<file path="config.mk">
export PLATFORM = sky130hd
export DESIGN_NAME = term_tx_port
export DESIGN_NICKNAME = d
export VERILOG_FILES = /design/src/rtl/term_tx_pkg.sv /design/src/rtl/tx_status_reg.sv /design/src/rtl/tx_data_buffer.sv /design/src/rtl/term_tx_port.sv
export SDC_FILE = /design/constraint.sdc
export NUM_CORES = 1
export LEC_CHECK = 0
export BUFFER_PORTS_ARGS = -buffer_cell sky130_fd_sc_hd__buf_4
export CORE_MARGIN = 5
export CORE_UTILIZATION = 44
export DETAILED_ROUTE_END_ITERATION = 6
export HOLD_SLACK_MARGIN = 0.05
export PLACE_DENSITY = 0.84
export SYNTH_ARGS = -nofsm -noshare
export SYNTH_HDL_FRONTEND = slang
export SYNTH_HIERARCHICAL = 1
export SYNTH_SLANG_ARGS = --single-unit
</file>
<file path="constraint.sdc">
create_clock -name clk -period 3 [get_ports clk]
set_clock_uncertainty 0.15 [all_clocks]
set_input_delay 0.6 -clock clk [delete_from_list [all_inputs] [get_ports clk]]
set_output_delay 0.6 -clock clk [all_outputs]
set_load 0.02 [all_outputs]
</file>
<file path="src/rtl/term_tx_pkg.sv">
package term_tx_pkg;

    parameter int BUS_W  = 16;
    parameter int CHAR_W = 8;

    // bit positions in the status word that software decodes
    localparam int DONE_BIT = 7;
    localparam int IE_BIT   = 6;

    typedef enum logic {
        LOC_STATUS = 1'b0,
        LOC_BUFFER = 1'b1
    } loc_e;

    typedef struct packed {
        logic status_wr;   // even-byte status write
        logic buffer_wr;   // buffer write, either byte
        logic low_byte;    // even address
    } access_t;

    function automatic access_t decode_access(input logic sel, input logic wr,
                                              input logic [1:0] addr);
        access_t a;
        a.low_byte  = ~addr[0];
        a.status_wr = sel && wr && (loc_e'(addr[1]) == LOC_STATUS) && ~addr[0];
        a.buffer_wr = sel && wr && (loc_e'(addr[1]) == LOC_BUFFER);
        return a;
    endfunction

    function automatic logic [CHAR_W-1:0] mask_char(input logic [CHAR_W-1:0] c,
                                                    input logic eight);
        return eight ? c : {1'b0, c[CHAR_W-2:0]};
    endfunction

endpackage

</file>
<file path="src/rtl/tx_status_reg.sv">
module tx_status_reg (
    input  logic clk,
    input  logic rst,
    input  logic ie_wr,
    input  logic ie_val,
    input  logic buf_wr,
    input  logic complete_ok,
    output logic done,
    output logic ie,
    output logic irq
);

    logic ie_next;
    assign ie_next = ie_wr ? ie_val : ie;

    always_ff @(posedge clk) begin
        if (rst) begin
            done <= 1'b1;
            ie   <= 1'b0;
            irq  <= 1'b0;
        end else begin
            if (buf_wr) begin
                done <= 1'b0;
                irq  <= 1'b0;
            end else if (complete_ok) begin
                done <= 1'b1;
                if (ie_next) irq <= 1'b1;
            end
            if (ie_wr) begin
                ie <= ie_val;
                if (!ie_val)
                    irq <= 1'b0;
                else if (done && !ie)
                    irq <= 1'b1;
            end
        end
    end

    // a request is only ever held with both enable and done set
    a_r6_irq_needs_done_ie: assert property (@(posedge clk) disable iff (rst)
        irq |-> (ie && done));

    // a buffer write withdraws done and the request
    a_r5_write_clears_done: assert property (@(posedge clk) disable iff (rst)
        buf_wr |=> (!done && !irq));

    // disabling drops the request
    a_r4_disable_drops_irq: assert property (@(posedge clk) disable iff (rst)
        (ie_wr && !ie_val) |=> !irq);

    // an accepted completion sets done
    a_r6_complete_sets_done: assert property (@(posedge clk) disable iff (rst)
        (complete_ok && !buf_wr) |=> done);

endmodule

</file>
<file path="src/rtl/tx_data_buffer.sv">
module tx_data_buffer
    import term_tx_pkg::*;
#(
    parameter int BW = BUS_W,
    parameter int CW = CHAR_W
) (
    input  logic          clk,
    input  logic          rst,
    input  logic          buf_wr,
    input  logic          low_byte,
    input  logic [BW-1:0] wdata,
    input  logic          complete_in,
    input  logic          mode_8bit,
    output logic [CW-1:0] buf_q,
    output logic          tx_start,
    output logic [CW-1:0] tx_char,
    output logic          complete_ok
);

    logic pending;

    // a restart in the same cycle takes precedence over a completion
    assign complete_ok = complete_in && pending && !buf_wr;
    assign tx_char     = mask_char(buf_q, mode_8bit);

    always_ff @(posedge clk) begin
        if (rst) begin
            buf_q    <= '0;
            tx_start <= 1'b0;
            pending  <= 1'b0;
        end else begin
            tx_start <= buf_wr;
            if (buf_wr) begin
                pending <= 1'b1;
                if (low_byte) buf_q <= wdata[CW-1:0];
            end else if (complete_ok) begin
                pending <= 1'b0;
            end
        end
    end

    // every buffer write produces a start strobe
    a_r5_start_follows_write: assert property (@(posedge clk) disable iff (rst)
        buf_wr |=> tx_start);

    // no strobe without a write
    a_r7_no_start_without_write: assert property (@(posedge clk) disable iff (rst)
        !buf_wr |=> !tx_start);

    // a stray completion leaves the transmission state alone
    a_r7_stray_complete_ignored: assert property (@(posedge clk) disable iff (rst)
        (complete_in && !pending && !buf_wr) |=> !pending);

    // seven-bit mode never sends the top bit
    a_r8_seven_bit_mask: assert property (@(posedge clk) disable iff (rst)
        !mode_8bit |-> !tx_char[CW-1]);

endmodule

</file>
<file path="src/rtl/term_tx_port.sv">
module term_tx_port
    import term_tx_pkg::*;
#(
    parameter int BW = BUS_W,
    parameter int CW = CHAR_W
) (
    input  logic          clk,
    input  logic          rst,
    input  logic          bus_sel,
    input  logic          bus_wr,
    input  logic [1:0]    bus_addr,
    input  logic [BW-1:0] bus_wdata,
    output logic [BW-1:0] bus_rdata,
    input  logic          mode_8bit,
    output logic          tx_start,
    output logic [CW-1:0] tx_char,
    input  logic          tx_complete,
    output logic          irq
);

    access_t       acc;
    logic          done, ie, complete_ok;
    logic [CW-1:0] buf_q;

    assign acc = decode_access(bus_sel, bus_wr, bus_addr);

    tx_status_reg u_status (
        .clk         (clk),
        .rst         (rst),
        .ie_wr       (acc.status_wr),
        .ie_val      (bus_wdata[IE_BIT]),
        .buf_wr      (acc.buffer_wr),
        .complete_ok (complete_ok),
        .done        (done),
        .ie          (ie),
        .irq         (irq)
    );

    tx_data_buffer #(.BW(BW), .CW(CW)) u_buffer (
        .clk         (clk),
        .rst         (rst),
        .buf_wr      (acc.buffer_wr),
        .low_byte    (acc.low_byte),
        .wdata       (bus_wdata),
        .complete_in (tx_complete),
        .mode_8bit   (mode_8bit),
        .buf_q       (buf_q),
        .tx_start    (tx_start),
        .tx_char     (tx_char),
        .complete_ok (complete_ok)
    );

    // read multiplexer
    always_comb begin
        bus_rdata = '0;
        if (loc_e'(bus_addr[1]) == LOC_STATUS) begin
            bus_rdata[DONE_BIT] = done;
            bus_rdata[IE_BIT]   = ie;
        end else begin
            bus_rdata[CW-1:0] = buf_q;
        end
    end

    // state straight after reset
    a_r2_reset_state: assert property (@(posedge clk) disable iff (rst)
        $past(rst) |-> (done && !ie && !irq && !tx_start && (buf_q == '0)));

    // a read leaves done and enable untouched
    a_r9_read_no_effect: assert property (@(posedge clk) disable iff (rst)
        (bus_sel && !bus_wr && !tx_complete) |=> ($stable(done) && $stable(ie)));

endmodule

</file>
==> metrics <==
status completed; hold depth 2; die area around 2800 um2; CP most frequent cell buf_4; ANT cells 0; GPL Wtd Cong 0.680; worst r2r path cells 4; Vias 618; GRT Util Overall 13.1%; Tmin final slightly below 2000 ps; area post-placement about 940 um2; period utilisation layout 66.3%; routed length per instance about 12 um; WL final 1650 um; Mapped Cells 86; global-route wire length before repair ~2600 um; CTS buffer count 3; Syn Std Cell Area roughly 800 um2; Max Slew Vio Count 0; Buffers on Ports 33; CP required about 2300 ps; core box area between 1500 and 2000 um2; H-tree depth 1; startpoint types primary input; Hold Crit Class reg2reg; Post-CTS Setup Bufs 0; share of cells above drive strength 1 ~45%; slowest cell on the critical path mux2_4; mean post-synth cell area 9.28 um2; count of final setup violators 0; post-cts sizing count 0; RSZ-0062 raised after global routing false; Critical Path Fanout Max 10; internal power 256 uW; Worst-Skew Late Latency roughly 280 ps; die height ~53 um; sequential share of the synthesized area around a third; critical path arrival 1240 ps; post-route DRC violation count 0; die width 52.6 um; largest net degree at the start of global routing 19; Final Hold Violating Endpoints 0; slowest stage delay, CP 310 ps; crit path launch bus_addr[1]; total negative slack 0 ps; final net count 135; Final Instance Area just under 1000 um2; Fmax around 0.50 GHz; Ys Warns 6; worst r2r src u_buffer/pending; post-route ant nets 0; Hold-fix buffers, CTS 0; Sequential Power Share 50.6%; vias per cell 4.58; initial antenna violation count 0; Hold Startpoint u_buffer/pending; Critical R2R Capture u_status/irq; # IOs 50; combinational share of power between 10% and 20%; Sw Share 27.7%; Design Power around 350 uW; FILL cells about 180; vias in the first global route ~570; Finished Core Util 55.9%; hold endpoint u_buffer/pending; FP Rows 15; Worst Setup End Kind primary output; Max clock buf depth 2; clock root buffer clkbuf_4; clock power share between 30% and 40%; maxcap violations 0; critical path class in2out; Peak VDD IR ~0.00027 V; grt total ovfl 0; PwrDens about 370 nW/um2; Leak 0.000463 uW; CTS tree done; Worst-path clk slew about 70 ps; Seq cells post-synth 13; drt pass-1 iters 4; Initial Util 46.2%; reg-to-reg slack, setup around 1700 ps; Distinct cells, synth 24; crit path cell chain buf_4 > mux2_4 > buf_4; first-iteration detailed-routing DRC count 5; Synth-to-Final Area Change 21.0%; clock sinks 13; final hold slack 327 ps; sw power slightly below 100 uW; post-DP HPWL roughly 1300 um
## routing by layer
| layer | part of all wire, % | wire [um] | GRT usage (%) |
|---|---|---|---|
| met4 | 1.7 | 28 | 6.38 |
| met2 | 51 | 849 | 22.7 |
| met5 | 0 | 0 | 0 |
| met1 | 40 | 654 | 13.5 |
| met3 | 7.4 | 122 | 5.13 |
## final cells by class
type | instances | area, um2 | area share (%)
inverter | 3 | 11.3 | 1.17
clock inverter | 1 | 5.00 | 0.518
sequential | 13 | 260 | 26.9
clock buffer | 3 | 22.5 | 2.33
timing repair buffer | 34 | 255 | 26.4
multi-input combinational | 56 | 380 | 39.4
tap | 25 | 31.3 | 3.24
## critical path: cells and delay by family
kind,cells,cell delay [ps]
buf+inv,2,320
mux,1,310
## placed cells by master, fill, tap and decap left out, drive strengths merged
master,count
or3,1
nand3b,1
nand3,8
dfxtp,13
buf,34
clkinv,1
conb,8
nor4bb,1
a21oi,9
a21bo,8
mux2,2
o21bai,1
nor3,1
and2,7
inv,3
mux2i,1
nand2b,1
a221oi,1
clkbuf,3
nor2,4
and3,2
## sequential cells by signal, indices dropped and copies added, names as in the netlist
signal,cells
u_buffer/tx_start,1
u_buffer/buf_q,8
u_status/irq,1
u_status/done,1
u_status/ie,1
u_buffer/pending,1
## stage by stage
step / setup WS, ps / std cells
detailed placement: 885 / 131
CTS: 1010 / 135
global route: 997 / 135
global placement: 939 / 131
finish: 1010 / 135
floorplan: 801 / 93
## synthesized netlist by cell type, drive strengths merged
cell type   n  area, um2
a21bo       8       80.1
a21oi       9       52.6
a221oi      1       8.76
and2        7       43.8
and3        2       12.5
buf        20        169
clkbuf      1       3.75
conb        1       3.75
dfxtp      13        260
inv         3       11.3
mux2        2       30.0
mux2i       1       10.0
nand2b      1       6.26
nand3       8       40.0
nand3b      1       7.51
nor2        4       15.0
nor3        1       5.00
nor4bb      1       25.0
o21bai      1       7.51
or3         1       6.26
## power by group through the flow
stage	Clock (uW)	Sequential, uW	Combinational (uW)
finish	109	180	66.6
CTS	115	180	66.7
floorplan	0	184	54.3
detailed placement	0	184	66.5
global placement	0	184	65.0
global route	125	181	71.7
## cells by family after synthesis
kind of cell / synth area share (%)
other: 0.470
AO/OA/AOI/OAI: 18.7
flip-flops: 32.6
multiplexers: 5.02
AND/OR/NAND/NOR: 20.2
buffers and inverters: 23.0
## worst max-delay path by stage
| stage | endpoint | slack, ps | cells past startpoint |
|---|---|---|---|
| final | bus_rdata[6] | 1010 | 3 |
| after global routing | bus_rdata[6] | 1000 | 3 |
| after CTS | bus_rdata[6] | 1010 | 3 |
| after detailed placement | u_status/irq | 880 | 5 |
| after global placement | u_status/irq | 940 | 5 |
| after floorplan | u_status/irq | 800 | 9 |
Power figures use the tool's default switching activity.
